--- src/rtl/sertx_pkg.sv ---
// Shared types and sizes for the serial transmitter.
// Assumes at most nine data bits, one parity bit and two stop bits per frame.
package sertx_pkg;
    localparam int MAX_DATA  = 9;
    localparam int FRAME_W   = 1 + MAX_DATA + 1 + 2;
    localparam int LEN_W     = $clog2(FRAME_W + 1);

    // Parity kind, taken from the upper two bits of the selector
    typedef enum logic [1:0] {
        PAR_ODD   = 2'b00,
        PAR_EVEN  = 2'b01,
        PAR_MARK  = 2'b10,
        PAR_SPACE = 2'b11
    } par_kind_e;

    // Assembled frame: line bits in send order (bit 0 first) and bit count
    typedef struct packed {
        logic [FRAME_W-1:0] bits;
        logic [LEN_W-1:0]   len;
    } frame_t;
endpackage

--- src/rtl/sertx_fifo.sv ---
// Holding FIFO for characters waiting to be sent.
// Writes while full are dropped. A pop is only issued while not empty.
module sertx_fifo #(
    parameter int DEPTH = 4,
    parameter int W     = 9
) (
    input  logic         clk,
    input  logic         rst_n,
    input  logic         wr_en,
    input  logic [W-1:0] wr_data,
    input  logic         pop,
    output logic [W-1:0] rd_data,
    output logic         empty
);
    localparam int PW = (DEPTH > 1) ? $clog2(DEPTH) : 1;
    localparam int CW = $clog2(DEPTH + 1);

    logic [W-1:0]  mem [DEPTH];
    logic [PW-1:0] wp, rp;
    logic [CW-1:0] count;
    logic          full, do_wr, do_rd;

    assign full  = (count == CW'(DEPTH));
    assign empty = (count == '0);
    assign do_wr = wr_en && !full;
    assign do_rd = pop && !empty;
    assign rd_data = mem[rp];

    // Store an accepted character
    always_ff @(posedge clk) begin
        if (do_wr) mem[wp] <= wr_data;
    end

    // Advance pointers and occupancy
    always_ff @(posedge clk) begin
        if (!rst_n) begin
            wp    <= '0;
            rp    <= '0;
            count <= '0;
        end else begin
            if (do_wr) wp <= (wp == PW'(DEPTH - 1)) ? '0 : wp + 1'b1;
            if (do_rd) rp <= (rp == PW'(DEPTH - 1)) ? '0 : rp + 1'b1;
            case ({do_wr, do_rd})
                2'b10:   count <= count + 1'b1;
                2'b01:   count <= count - 1'b1;
                default: count <= count;
            endcase
        end
    end
endmodule

--- src/rtl/sertx_framer.sv ---
// Builds the line bit sequence of one frame from a character and the format.
// Purely combinational. The frame is padded with ones beyond its length.
module sertx_framer
    import sertx_pkg::*;
(
    input  logic [MAX_DATA-1:0] data,
    input  logic [1:0]          word_len,
    input  logic                two_stop,
    input  logic [2:0]          par_sel,
    input  logic                nine_bit,
    output frame_t              frm
);
    // Assemble start, data, optional parity and stop bits
    always_comb begin
        int        nd;
        logic      acc;
        logic      pbit;
        logic      par_on;
        par_kind_e kind;

        nd     = nine_bit ? MAX_DATA : 5 + int'(word_len);
        par_on = !nine_bit && par_sel[0];
        acc    = 1'b0;
        for (int i = 0; i < MAX_DATA; i++) begin
            if (i < nd) acc = acc ^ data[i];
        end
        kind = par_kind_e'(par_sel[2:1]);
        case (kind)
            PAR_ODD:   pbit = ~acc;
            PAR_EVEN:  pbit = acc;
            PAR_MARK:  pbit = 1'b1;
            default:   pbit = 1'b0;
        endcase

        frm.bits    = '1;
        frm.bits[0] = 1'b0;
        for (int i = 0; i < MAX_DATA; i++) begin
            if (i < nd) frm.bits[i + 1] = data[i];
        end
        if (par_on) frm.bits[nd + 1] = pbit;
        frm.len = LEN_W'(1 + nd + (par_on ? 1 : 0) + (two_stop ? 2 : 1));
    end
endmodule

--- src/rtl/sertx_shifter.sv ---
// Frame sequencer: loads a frame on a strobe and shifts one bit per strobe.
// Assumes the frame length is at least 7. A new frame may load on the strobe
// that ends the last stop bit, so queued frames run back to back.
module sertx_shifter
    import sertx_pkg::*;
(
    input  logic   clk,
    input  logic   rst_n,
    input  logic   bit_tick,
    input  logic   avail,
    input  frame_t frm,
    output logic   pop,
    output logic   line,
    output logic   busy
);
    logic [FRAME_W-1:0] sr;
    logic [LEN_W-1:0]   cnt;
    logic               last;

    assign last = busy && (cnt == LEN_W'(1));
    assign pop  = bit_tick && avail && (!busy || last);

    // Load, shift and retire frames on bit strobes
    always_ff @(posedge clk) begin
        if (!rst_n) begin
            busy <= 1'b0;
            line <= 1'b1;
            cnt  <= '0;
            sr   <= '1;
        end else if (bit_tick) begin
            if (pop) begin
                busy <= 1'b1;
                line <= frm.bits[0];
                sr   <= {1'b1, frm.bits[FRAME_W-1:1]};
                cnt  <= frm.len;
            end else if (last) begin
                busy <= 1'b0;
                line <= 1'b1;
                cnt  <= '0;
            end else if (busy) begin
                line <= sr[0];
                sr   <= {1'b1, sr[FRAME_W-1:1]};
                cnt  <= cnt - 1'b1;
            end
        end
    end
endmodule

--- src/rtl/sertx_top.sv ---
// Serial transmitter: holding FIFO, framer and sequencer, plus the break override.
// Format inputs are sampled when a character leaves the FIFO. Break only gates the line.
module sertx_top
    import sertx_pkg::*;
#(
    parameter int FIFO_DEPTH = 4
) (
    input  logic       clk,
    input  logic       rst_n,
    input  logic       bit_tick,
    input  logic       wr_en,
    input  logic [8:0] wr_data,
    input  logic [1:0] word_len,
    input  logic       two_stop,
    input  logic [2:0] par_sel,
    input  logic       nine_bit,
    input  logic       brk,
    output logic       txd,
    output logic       fifo_empty,
    output logic       tx_idle
);
    logic [MAX_DATA-1:0] head;
    logic                fifo_pop;
    logic                sh_line;
    logic                sh_busy;
    frame_t              frame;

    sertx_fifo #(.DEPTH(FIFO_DEPTH), .W(MAX_DATA)) u_fifo (
        .clk     (clk),
        .rst_n   (rst_n),
        .wr_en   (wr_en),
        .wr_data (wr_data),
        .pop     (fifo_pop),
        .rd_data (head),
        .empty   (fifo_empty)
    );

    sertx_framer u_framer (
        .data     (head),
        .word_len (word_len),
        .two_stop (two_stop),
        .par_sel  (par_sel),
        .nine_bit (nine_bit),
        .frm      (frame)
    );

    sertx_shifter u_shift (
        .clk      (clk),
        .rst_n    (rst_n),
        .bit_tick (bit_tick),
        .avail    (!fifo_empty),
        .frm      (frame),
        .pop      (fifo_pop),
        .line     (sh_line),
        .busy     (sh_busy)
    );

    // Line output with break override; idle means nothing queued or shifting
    assign txd     = brk ? 1'b0 : sh_line;
    assign tx_idle = fifo_empty && !sh_busy;
endmodule

--- config.mk ---
export PLATFORM = sky130hd
export DESIGN_NAME = sertx_top
export DESIGN_NICKNAME = d
export VERILOG_FILES = /design/src/rtl/sertx_pkg.sv /design/src/rtl/sertx_fifo.sv /design/src/rtl/sertx_framer.sv /design/src/rtl/sertx_shifter.sv /design/src/rtl/sertx_top.sv
export SDC_FILE = /design/constraint.sdc
export NUM_CORES = 1
export LEC_CHECK = 0
export ABC_AREA = 1
export BUFFER_PORTS_ARGS = -buffer_cell sky130_fd_sc_hd__buf_2
export CAP_MARGIN = 15
export CORE_ASPECT_RATIO = 1.4
export CORE_MARGIN = 1
export CORE_UTILIZATION = 45
export DETAILED_ROUTE_END_ITERATION = 12
export PLACE_DENSITY_LB_ADDON = 0.2
export SYNTH_ARGS = -nofsm -noshare
export SYNTH_HDL_FRONTEND = slang
export SYNTH_SLANG_ARGS = --single-unit
--- constraint.sdc ---
create_clock -name clk -period 3.6 [get_ports clk]
set_input_delay 0.18 -clock clk [delete_from_list [all_inputs] [get_ports clk]]
set_output_delay 0.18 -clock clk [all_outputs]
set_load 0.03 [all_outputs]
# ---- Word level (Yosys, flattened, before mapping)
# Memories as Yosys holds them, arrays and structs flattened. A register that Yosys moved wholly into a read port is not among the register bits.
# Cells that the tools add are included.
dict set report totals {
  regBits 26
  ramBits 36
  in_bits 21
  n_memories 1
}
# memory depth word_bits read_ports rd_clocked_by_memory_dff write_ports line_no
set mem_list {}
lappend mem_list {u_fifo.mem 4 9 1 1 1 sertx_fifo.sv:18} ;# logic [W-1:0] mem [DEPTH];
dict set report classes {
  add_sub_neg 9
  n_lt_le_gt_ge 11
  eq_ne 9
  muxes 45
  n_bitwise 9
  n_reduce_logical 22
}
# op n
set ops {}
lappend ops {{$lt A4 B32 Y1 const A} 4}
lappend ops {{$lt A3 B32 Y1 const A} 2}
lappend ops {{$mux W13} 4}
lappend ops {{$add A32 B2 Y32 const B} 1}
lappend ops {{$ge A32 B1 Y1 const B} 1}
lappend ops {{$lt A1 B32 Y1 const A} 1}
lappend ops {{$lt A2 B32 Y1 const A} 1}
lappend ops {{$lt A32 B6 Y1 const B} 1}
lappend ops {{$lt A5 B32 Y1 const A} 1}
lappend ops {{$mux W32} 1}
lappend ops {{$mux W1} 28}
lappend ops {{$bwmux W13} 1}
lappend ops {{$mux W4} 3}
lappend ops {{$mux W2} 5}
lappend ops {{$add A4 B4 Y4} 2}
lappend ops {{$eq A2 B2 Y1 const B} 4}
lappend ops {{$logic_and A1 B1 Y1} 8}
lappend ops {{$xor A1 B1 Y1} 8}
lappend ops {{$pmux W3 S2} 1}
lappend ops {{$reduce_bool A2 Y1} 3}
lappend ops {{$add A2 B1 Y2 const B} 2}
lappend ops {{$add A3 B2 Y4 const A} 1}
lappend ops {{$demux W1 S4} 1}
lappend ops {{$eq A2 B1 Y1 const B} 2}
lappend ops {{15 further kinds} 19}

# ---- Longest topological paths before layout
# Gate-level depths: netlist (run 1).
dict set report depth {
  word_depth 25
  depth_mapped 20
}

# ---- Hierarchy
# Synthesis (run 1) repeated with hierarchy kept, for this count alone.
dict set report unflattened {
  cells_unflattened 429
  area_unflattened_um2 3639.7
}
# module instances cells_each area_per_inst_um2 seq_area_each_um2
set by_module_without_submodules {}
lappend by_module_without_submodules {sertx_fifo 1 156 1943.1 1261.2}
lappend by_module_without_submodules {sertx_shifter 1 157 1062.3 360.3}
lappend by_module_without_submodules {sertx_framer 1 112 616.8 0.0}
lappend by_module_without_submodules {sertx_top 1 4 17.5 0.0}

# ---- Worst setup path after synthesis (run 1)
# Ideal clock, no wire load.
dict set report synth_timing {
  path_type {register -> register}
  startpoint {reg u_fifo.count[2]}
  endpoint {reg u_fifo.count[1]}
  arrival_time_ps 2391
  t_required_ps 3535
  slack_ps 1145
  stages_incl_launch_ff 12
  n_path_buf 1
  cell_sequence {dfxtp_1 nor3_1 nor2_1 inv_1 nor2_2 clkbuf_1 ha_1 inv_1 fa_1 nor2_1 a21oi_1 nor2_1}
}
dict set report synth_between {
  elab_chain_cells 7
}
# item line_no
set synth_rtl {}
lappend synth_rtl {{start: declaration} sertx_fifo.sv:20} ;# logic [CW-1:0] count;
lappend synth_rtl {{start signal: assignment} sertx_fifo.sv:44} ;# 2'b10: count <= count + 1'b1;
lappend synth_rtl {{start signal: assignment} sertx_fifo.sv:45} ;# 2'b01: count <= count - 1'b1;
lappend synth_rtl {{start signal: assignment} sertx_fifo.sv:46} ;# default: count <= count;
lappend synth_rtl {{$logic_not A3 Y1 *} sertx_fifo.sv:24} ;# assign empty = (count == '0);
lappend synth_rtl {{net fifo_empty} sertx_top.sv:19} ;# output logic fifo_empty,
lappend synth_rtl {{$logic_not A1 Y1 *} {sertx_fifo.sv:26, sertx_top.sv:51}}
lappend synth_rtl {{$logic_and A1 B1 Y1 (2 in series)} sertx_shifter.sv:21} ;# assign pop = bit_tick && avail && (!busy || last);
lappend synth_rtl {{$logic_and A1 B1 Y1 *} sertx_fifo.sv:26} ;# assign do_rd = pop && !empty;
lappend synth_rtl {{net u_fifo.do_rd} sertx_fifo.sv:21} ;# logic full, do_wr, do_rd;
lappend synth_rtl {{$eq A2 B1 Y1 / $eq A2 B2 Y1 (equally long branches)} sertx_fifo.sv:43} ;# case ({do_wr, do_rd})
lappend synth_rtl {{$pmux W3 S2 / $reduce_bool A2 Y1 (equally long branches)} -}
# The timed path passes the listed nets; every way through them passes the cells marked *.
# A chain may end at the register's enable or synchronous reset.

# ---- Worst setup path in the final report (run 1)
dict set report layout_timing {
  startpoint {reg u_shift.cnt[1]}
  endpoint {reg u_shift.sr[10]}
}
dict set report layout_between {
  elab_chain_cells 6
}
# item line_no
set layout_rtl {}
lappend layout_rtl {{start: declaration} sertx_shifter.sv:17} ;# logic [LEN_W-1:0] cnt;
lappend layout_rtl {{start signal: assignment} sertx_shifter.sv:35} ;# cnt <= frm.len;
lappend layout_rtl {{start signal: assignment} sertx_shifter.sv:43} ;# cnt <= cnt - 1'b1;
lappend layout_rtl {{$eq A4 B1 Y1 *} sertx_shifter.sv:20} ;# assign last = busy && (cnt == LEN_W'(1));
lappend layout_rtl {{$logic_and A1 B1 Y1 *} sertx_shifter.sv:20}
lappend layout_rtl {{$logic_or A1 B1 Y1} sertx_shifter.sv:21}
lappend layout_rtl {{$logic_and A1 B1 Y1} sertx_shifter.sv:21}
lappend layout_rtl {{$ne A2 B2 Y1 (no source line) / $reduce_bool A2 Y1 (equally long branches)} -}
lappend layout_rtl {{$reduce_and A3 Y1 (no source line)} -}
lappend layout_rtl {{end signal: assignment} sertx_shifter.sv:34} ;# sr <= {1'b1, frm.bits[FRAME_W-1:1]};
lappend layout_rtl {{end signal: assignment} sertx_shifter.sv:42} ;# sr <= {1'b1, sr[FRAME_W-1:1]};
lappend layout_rtl {{end: declaration} sertx_shifter.sv:16} ;# logic [FRAME_W-1:0] sr;
# Mark *: on every way between the ends. The rest lies on a longest branch, timed or not.

==> Flow_metrics.wiki, run 1 <==
{| class="wikitable"
! Metric !! Value
|-
| Outcome || finished clean
|-
| Signed area change from the synthesized netlist to the final layout || 11.0%
|-
| Drt wl/cell || 12.4 microns
|-
| Total of cells resized after clock tree synthesis || 0
|-
| First-pass GRT wire length || 12100 microns
|-
| FF-to-FF setup slack || 0.87 ns
|-
| Adder-cell area share of the yosys netlist || 6.37%
|-
| Least setup slack across all paths after layout || 0.866 ns
|-
| Critical Path Sink Type || flip-flop
|-
| CTS sink cnt || 63
|-
| Post-detail-place hpwl || 5280 microns
|-
| Worst setup slack before clock tree synthesis || 0.884 ns
|-
| Clock tree root buffer cell || sky130_fd_sc_hd__clkbuf_8
|-
| CP max-delay cell || sky130_fd_sc_hd__nor2_2
|-
| Post-synthesis share of cell area spent on and, or, nand and nor gates || 30.1%
|-
| CTS Hold Buffers Added || 0
|-
| Number of distinct standard cells referenced by the synthesized netlist || 34
|-
| I/O pins || 24
|-
| Sequential cell area fraction in the yosys report || 46.4%
|-
| Data required time of the worst path || 3.83 ns
|-
| Setup_tns || 0 ns
|-
| Sequence of cells on the critical path || inv_1 -> ha_1 -> a31oi_1 -> nor2_2 -> inv_2 -> o21ai_1 -> inv_1 -> nor2_2 -> inv_2 -> a21oi_1 -> o21ai_1
|-
| Count of maximum capacitance violations || 0
|-
| DRC violation count after routing || 0
|-
| Crit Path Class || reg2reg
|-
| Routability Congestion || 0.812
|-
| Dominant combinational cell family by area after synthesis || simple AND/OR/NAND/NOR gates
|-
| Tcrit/Tclk final || 75.9%
|-
| Critical Path Source Type || flip-flop
|-
| Total Die Area || 0.00813 sq mm
|-
| Netlist area before placement || 0.00349 sq mm
|-
| Multiplexer share of the synthesized area || 0%
|-
| Largest net degree at the start of global routing || 24
|-
| Number of inserted diodes || 0
|-
| Final net count || 515
|-
| Count of nets left with antenna violations after detail routing || 0
|-
| Worst-margin pin slew || 0.942 ns
|-
| Antenna violations before repair || 0
|-
| Share of flip-flops with an asynchronous set or reset after synthesis || 0%
|-
| Xor/xnor cell area share of the yosys netlist || 0.501%
|-
| Flop and latch count out of synthesis || 63
|-
| Sequential Area || 0.00162 sq mm
|-
| Fillcell total || 736
|-
| Die Y-Extent || 106 microns
|-
| Post-Synthesis Mean Instance Area || 7.71 sq um
|-
| Global-route total usage across every layer || 19.3%
|-
| Row cnt || 37
|-
| Total setup violations reported at the end of the flow || 0
|-
| Biggest cell delay along the critical path || 0.46 ns
|-
| Class of the tightest hold or removal check || in2reg
|-
| Hold Path Stages || 1
|-
| Clk slew on worst S/H paths || 0.09 ns
|-
| PD cells || 722 mW/mm^2
|-
| Commonest non-fill, non-tap cell in the layout || sky130_fd_sc_hd__nand2_1
|-
| Gate count after technology mapping || 453
|-
| CTS Buf Count || 9
|-
| Placeable core region || 0.00745 sq mm
|-
| Initial Utilization || 46.9%
|-
| Path depth of the worst reg2reg path || 11
|-
| Via count of the routed design || 2944
|-
| Multi-input gate area in the final layout || 0.00161 sq mm
|-
| Setup repair after global routing missed its margin || no
|-
| Post-CTS setup-driven buffer insertion count || 0
|-
| Hold violation total from the final report || 0
|-
| Clock period minus worst slack || 2.73 ns
|-
| Synth Flop Type || sky130_fd_sc_hd__edfxtp_1
|-
| Count of pins over their slew limit || 0
|-
| Max FO, Critical Path || 23
|-
| Clock latency on the worst-skew pair || 0.35 ns
|-
| Number of DRC markers after the initial detailed-route iteration || 166
|-
| Vias in the first global route || 2725
|-
| Static power due to leakage || 1.74 nW
|-
| Via density || 5.08
|-
| Complex-gate fraction of the synthesized area || 9.02%
|-
| Commonest non-fill, non-tap cells in the layout || sky130_fd_sc_hd__nand2_1, sky130_fd_sc_hd__inv_1, sky130_fd_sc_hd__nor2_1, sky130_fd_sc_hd__edfxtp_1, sky130_fd_sc_hd__dfxtp_1
|-
| Post-synth EDFFs || 36
|-
| Count of input and output buffers || 23
|-
| Chip Width || 76.5 microns
|-
| Yosys warning total || 0
|-
| Syn nets || 490
|-
| Max clock buf depth || 2
|-
| TritonCTS clock tree || yes
|-
| Max rail drop VDD || 0.317 mV
|-
| Number of H-tree levels || 3
|-
| Data arrival time of the critical path || 2.96 ns
|-
| Share of post-route cells with drive strength above 1 || 11.4%
|-
| Headroom to the max-slew limit || 37.0%
|-
| Detailed Route WL || 7190 microns
|-
| Congestion Overflow GR || 0
|-
| Setup skew after layout || 0.0181 ns
|-
| Maximum operating frequency || 366 MHz
|-
| Number of detailed-route iterations in the first pass || 4
|}
-- cells in the mapped netlist, drive strengths merged, types with 2 or more instances --
cell type,number,area share (%)
o31ai,3,0.64
nand2,154,17
a31oi,2,0.36
inv,52,5.6
ha,13,4.7
edfxtp,36,31
nor3,5,0.72
nor2,49,5.7
nand3,29,4.6
nor4,2,0.36
buf,7,1.3
a211oi,3,0.64
clkbuf,5,0.54
a21oi,26,3.7
dfxtp,27,15
o21ai,20,2.9
fa,3,1.7
nand4,10,1.8
-- logic make-up after synthesis --
group	Yosys count
flip-flops	63
adder cells (fa/ha/maj)	16
buffers and inverters	65
XOR/XNOR	2
AND/OR/NAND/NOR	250
AO/OA/AOI/OAI	57
-- flip-flops by register name, summed over array words and instances (netlist names), named ones only --
name	flops
u_fifo.count	3
u_fifo.mem	36
u_fifo.rp	2
u_fifo.wp	2
u_shift.busy	1
u_shift.cnt	4
u_shift.line	1
u_shift.sr	12
-- worst max-delay path: cells and delay by family (launching register included) --
kind | cells | cell delay (ns)
buffers and inverters | 4 | 0.70
flip-flops | 1 | 0.31
AND/OR/NAND/NOR | 2 | 0.87
AO/OA/AOI/OAI | 4 | 0.55
adder cells (fa/ha/maj) | 1 | 0.19
-- area by class of cell --
| class | count | area share (%) |
|---|---|---|
| repair buffers | 26 | 3.55 |
| clock buffers | 10 | 3.84 |
| clock inverters | 6 | 1.10 |
| well taps | 97 | 3.13 |
| inverters | 53 | 5.13 |
| flip-flops and latches | 63 | 41.8 |
| multi-input cells | 325 | 41.5 |
-- final timing paths --
| kind | endpoint | from |
|---|---|---|
| setup reg to reg | u_shift.sr[10] | u_shift.cnt[1] |
| hold reg to reg | u_shift.sr[0] | u_shift.sr[0] |
| hold / removal | u_fifo.mem[1][0] | wr_data[0] |
| setup / recovery | u_shift.sr[10] | u_shift.cnt[1] |
-- routing by layer --
metal	wire length (microns)	global-route usage, %
met5	0	0
met4	163	8.52
met3	262	4.12
met2	3700	34.1
met1	3060	22.4
-- metrics by stage --
step                      instance area, sq um  hold WS (ns)  power, mW  utilization, %  instances
after global placement                    3690         0.392       2.21            49.5        564
after CTS                                 3880        0.0297       2.82            52.1        580
final                                     3880        0.0390       2.80            52.1        580
after floorplan                           3490         0.260       1.97               -        453
after global routing                      3880        0.0312       3.05            52.1        580
after detailed placement                  3690         0.396       2.23            49.5        564
-- power by group --
part           internal [mW]  switching [mW]  total (mW)
clock network          0.293           0.297       0.590
registers              0.903          0.0807       0.983
logic                  0.406           0.822        1.23
total                   1.60            1.20        2.80
Power figures use the tool's default switching activity.
==> run 2, diff against run 1 <==
--- a/config.mk
+++ b/config.mk
@@ -5,7 +5,7 @@
 export SDC_FILE = /design/constraint.sdc
 export NUM_CORES = 1
 export LEC_CHECK = 0
-export ABC_AREA = 1
+export ABC_AREA = 0
 export BUFFER_PORTS_ARGS = -buffer_cell sky130_fd_sc_hd__buf_2
 export CAP_MARGIN = 15
 export CORE_ASPECT_RATIO = 1.4
==> constraint.sdc (replaced) <==
create_clock -name clk -period 2.7 [get_ports clk]
set_input_delay 0.135 -clock clk [delete_from_list [all_inputs] [get_ports clk]]
set_output_delay 0.135 -clock clk [all_outputs]
set_load 0.03 [all_outputs]
==> run 2 against run 1 <==
Final cell count shrank 26%; fmax increased by 3.0%; synthesized cell count shrank 36%; count of clock-buffer cells in the layout increased by 3; register-to-register slack got worse by 0.82 ns; die area is 5.5% lower; sequential power is 37% higher; sequential share of layout area rose by 0.073 points; via count is 21% lower; area after synthesis decreased by 5.6%; clock power up 41%; critical endpoint is now u_shift.sr[7]; highest routed layer unchanged.
==> Flow_metrics.wiki, run 2 <==
{| class="wikitable"
! Metric !! Value
|-
| Outcome || finished clean
|-
| Drt wl/cell || 15.5 microns (+25%)
|-
| Path depth of the worst reg2reg path || 11 (unchanged)
|-
| Setup_tns || 0 ns (unchanged)
|-
| Vias in the first global route || 2149 (-21%)
|-
| I/O pins || 24 (unchanged)
|-
| Via count of the routed design || 2317 (-21%)
|-
| Via density || 5.41 (+6.7%)
|-
| Commonest non-fill, non-tap cells in the layout || sky130_fd_sc_hd__edfxtp_1, sky130_fd_sc_hd__dfxtp_1, sky130_fd_sc_hd__nor2_1, sky130_fd_sc_hd__buf_2, sky130_fd_sc_hd__nand2_1
|-
| Global-route total usage across every layer || 18.1% (-1.3 points)
|-
| Synth Flop Type || sky130_fd_sc_hd__edfxtp_1
|-
| Static power due to leakage || 1.41 nW (-19%)
|-
| Maximum operating frequency || 377 MHz (+3.0%)
|-
| Critical Path Sink Type || flip-flop
|-
| Share of post-route cells with drive strength above 1 || 20.4% (+9.0 points)
|-
| Count of nets left with antenna violations after detail routing || 0 (unchanged)
|-
| Sequential cell area fraction in the yosys report || 49.1% (+2.7 points)
|-
| Post-detail-place hpwl || 4850 microns (-8.1%)
|-
| CP max-delay cell || sky130_fd_sc_hd__mux4_2
|-
| Row cnt || 36 (-2.7%)
|-
| Top post-synthesis cells by count || sky130_fd_sc_hd__edfxtp_1, sky130_fd_sc_hd__dfxtp_1, sky130_fd_sc_hd__nor2_1
|-
| Post-synth EDFFs || 36 (unchanged)
|-
| Max clock buf depth || 2 (unchanged)
|-
| Flop and latch count out of synthesis || 63 (unchanged)
|-
| CTS Buf Count || 9 (unchanged)
|-
| Data required time of the worst path || 2.92 ns (-0.91 ns)
|-
| R2R Path End || u_shift.sr[7]
|-
| Data arrival time of the critical path || 2.87 ns (-0.09 ns)
|-
| Most common cell in the netlist || sky130_fd_sc_hd__edfxtp_1
|-
| Headroom to the max-slew limit || 52.7% (+16 points)
|-
| TritonCTS clock tree || yes
|-
| Cells taking the most area after synthesis || sky130_fd_sc_hd__edfxtp_1, sky130_fd_sc_hd__dfxtp_1, sky130_fd_sc_hd__mux4_1
|-
| Multiplexer share of the synthesized area || 8.42% (+8.4 points)
|-
| Chip Width || 74.4 microns (-2.8%)
|-
| Antenna violations before repair || 0 (unchanged)
|-
| Placed insts || 406 (-28%)
|-
| Critical Path Source Type || flip-flop
|-
| Biggest area consumer among synthesized cells || sky130_fd_sc_hd__edfxtp_1
|-
| Critical path depth in cells || 11 (unchanged)
|-
| Yosys warning total || 0 (unchanged)
|-
| Crit Path Class || reg2reg
|-
| Max rail drop VDD || 0.492 mV (+55%)
|-
| Syn nets || 326 (-33%)
|-
| Clock period minus worst slack || 2.65 ns (-0.0805 ns)
|-
| Adder-cell area share of the yosys netlist || 6.75% (+0.38 points)
|-
| Final core utilization || 55.2% (+3.1 points)
|-
| Setup repair after global routing missed its margin || yes
|-
| Total setup violations reported at the end of the flow || 0 (unchanged)
|-
| Max FO, Critical Path || 9 (-61%)
|-
| Placeable core region || 0.00703 sq mm (-5.7%)
|-
| Kind of cell adding the most delay to the critical path || XOR/XNOR gates
|-
| Number of DRC markers after the initial detailed-route iteration || 104 (-37%)
|-
| Complex-gate fraction of the synthesized area || 11.8% (+2.7 points)
|-
| Netlist area before placement || 0.00330 sq mm (-5.6%)
|-
| Number of detailed-route iterations in the first pass || 4 (unchanged)
|-
| Initial Utilization || 47.0% (+0.069 points)
|-
| Tcrit/Tclk final || 98.3% (+22 points)
|-
| Number of H-tree levels || 3 (unchanged)
|-
| DRC violation count after routing || 0 (unchanged)
|-
| Count of input and output buffers || 23 (unchanged)
|-
| Hold violation total from the final report || 0 (unchanged)
|-
| Commonest non-fill, non-tap cell in the layout || sky130_fd_sc_hd__edfxtp_1
|-
| Worst-margin pin slew || 0.710 ns (-0.232 ns)
|-
| Setup crit end || u_shift.sr[7]
|-
| Count of pins over their slew limit || 0 (unchanged)
|-
| Fillcell total || 653 (-11%)
|-
| Share of flip-flops with an asynchronous set or reset after synthesis || 0% (unchanged)
|-
| Class of the tightest hold or removal check || in2reg
|-
| Clk slew on worst S/H paths || 0.07 ns (-0.02 ns)
|-
| Congestion Overflow GR || 0 (unchanged)
|-
| Xor/xnor cell area share of the yosys netlist || 5.80% (+5.3 points)
|-
| Count of maximum capacitance violations || 0 (unchanged)
|-
| Number of flip-flops in the largest register || 36 (unchanged)
|-
| Post-Synthesis Mean Instance Area || 11.4 sq um (+48%)
|-
| Clock tree root buffer cell || sky130_fd_sc_hd__clkbuf_8
|-
| Gate count after technology mapping || 289 (-36%)
|-
| Biggest cell delay along the critical path || 0.54 ns (+0.08 ns)
|-
| Total Die Area || 0.00768 sq mm (-5.5%)
|-
| Sequence of cells on the critical path || buf_12 -> mux4_2 -> xnor2_2 -> xnor2_1 -> xnor2_1 -> xnor2_2 -> buf_4 -> a2111oi_0 -> nor2_1 -> nand2_1 -> a31oi_1
|-
| Post-synthesis share of cell area spent on and, or, nand and nor gates || 13.7% (-16 points)
|-
| FF-to-FF setup slack || 0.05 ns (-0.82 ns)
|-
| Clock latency on the worst-skew pair || 0.34 ns (about the same)
|-
| Most flops, register || u_fifo.mem
|-
| Hold Path Stages || 1 (unchanged)
|-
| Number of distinct standard cells referenced by the synthesized netlist || 48 (+41%)
|-
| Signed area change from the synthesized netlist to the final layout || 17.5%
|-
| Dominant combinational cell family by area after synthesis || simple AND/OR/NAND/NOR gates
|-
| Die Y-Extent || 103 microns (-2.8%)
|-
| Setup skew after layout || 0.00820 ns (-0.00989 ns)
|-
| CTS sink cnt || 63 (unchanged)
|-
| Buf+Inv Stages, Crit Path || 2 (-2)
|-
| Number of inserted diodes || 0 (unchanged)
|-
| Share of Yosys cell area claimed by the top area cell type || 32.8% (+1.8 points)
|-
| First-pass GRT wire length || 10100 microns (-17%)
|-
| Leading registers by flop count || u_fifo.mem x36, u_shift.sr x12, u_shift.cnt x4
|-
| Largest net degree at the start of global routing || 20 (-17%)
|-
| PD cells || 994 mW/mm^2 (+38%)
|-
| Non-filler instance count after layout || 428 (-26%)
|-
| Routability Congestion || 0.834 (+2.6%)
|-
| Detailed Route WL || 6620 microns (-8.0%)
|-
| Final net count || 365 (-29%)
|}
## run 2: changes by cell type in the layout (fill, tap and decap cells not counted), moves of 7 or more
| cell | delta |
|---|---|
| sky130_fd_sc_hd__nand4_1 | -10 |
| sky130_fd_sc_hd__buf_4 | +7 |
| sky130_fd_sc_hd__nand3_1 | -20 |
| sky130_fd_sc_hd__nand2_1 | -133 |
| sky130_fd_sc_hd__inv_1 | -32 |
| sky130_fd_sc_hd__nor2_1 | -21 |
| sky130_fd_sc_hd__a21oi_1 | -8 |
| sky130_fd_sc_hd__xnor2_1 | +14 |
## run 2: power by group
group          internal (mW)  switching, mW  total [mW]
clock network          0.476          0.357       0.833
registers               1.22          0.131        1.35
logic                  0.786          0.886        1.67
## run 2: how the worst min path moves through the flow
stage	startpoint	slack, ns	to
after floorplan	wr_data[0]	0.23	u_fifo.mem[0][0]
after global placement	wr_data[1]	0.35	u_fifo.mem[1][1]
after detailed placement	wr_data[4]	0.36	u_fifo.mem[3][4]
after CTS	wr_data[1]	0.003	u_fifo.mem[2][1]
after global routing	wr_data[1]	0.004	u_fifo.mem[2][1]
final	wr_data[8]	0.01	u_fifo.mem[1][8]
## run 2: cells by family (layout without fill, tap and decap cells)
kind of cell               count (synthesis)  count (layout)
muxes                                     11              11
DFF                                       63              63
and+or+nand+nor                           90              90
xor gates and xnor gates                  21              22
buffers and inverters                     28              71
AOI/OAI and AO/OA                         60              60
adders and majority gates                 16              16
## run 2: stage by stage
| stage | setup WS, ns | power, mW | hold slack [ns] | area (sq um) |
|---|---|---|---|---|
| floorplan | 0.0786 | 2.40 | 0.234 | 3300 |
| global placement | 0.0707 | 2.69 | 0.347 | 3550 |
| detailed placement | -0.0140 | 2.73 | 0.355 | 3550 |
| CTS | 0.0398 | 3.59 | 0.00348 | 3780 |
| global route | -0.0756 | 4.09 | 0.00384 | 3880 |
| finish | 0.0467 | 3.85 | 0.0140 | 3880 |
## run 2: layout make-up
type | instances | area [sq um] | share of cell area (%)
flip-flops and latches | 63 | 1620 | 41.9
clock buffers | 13 | 159 | 4.10
well taps | 95 | 119 | 3.07
repair buffers | 37 | 250 | 6.46
multi-input cells | 199 | 1620 | 41.7
clock inverters | 3 | 42.5 | 1.10
inverters | 18 | 67.6 | 1.74
## run 2: routing by layer
metal / part of all wire (%) / track usage [%]
met5: 0 / 0
met1: 43 / 21.0
met2: 53 / 31.0
met3: 2.1 / 3.10
met4: 2.5 / 10.4
## run 2: repair_timing
| action | in CTS | in global routing |
|---|---|---|
| cloned | 0 | 1 |
| hold endpoints to repair | 5 | 0 |
| pin swaps | 0 | 9 |
| endpoints found under the setup margin | 5 | 11 |
| resized for setup | 1 | 12 |
| hold buffers | 2 | 0 |
| setup buffers | 0 | 3 |
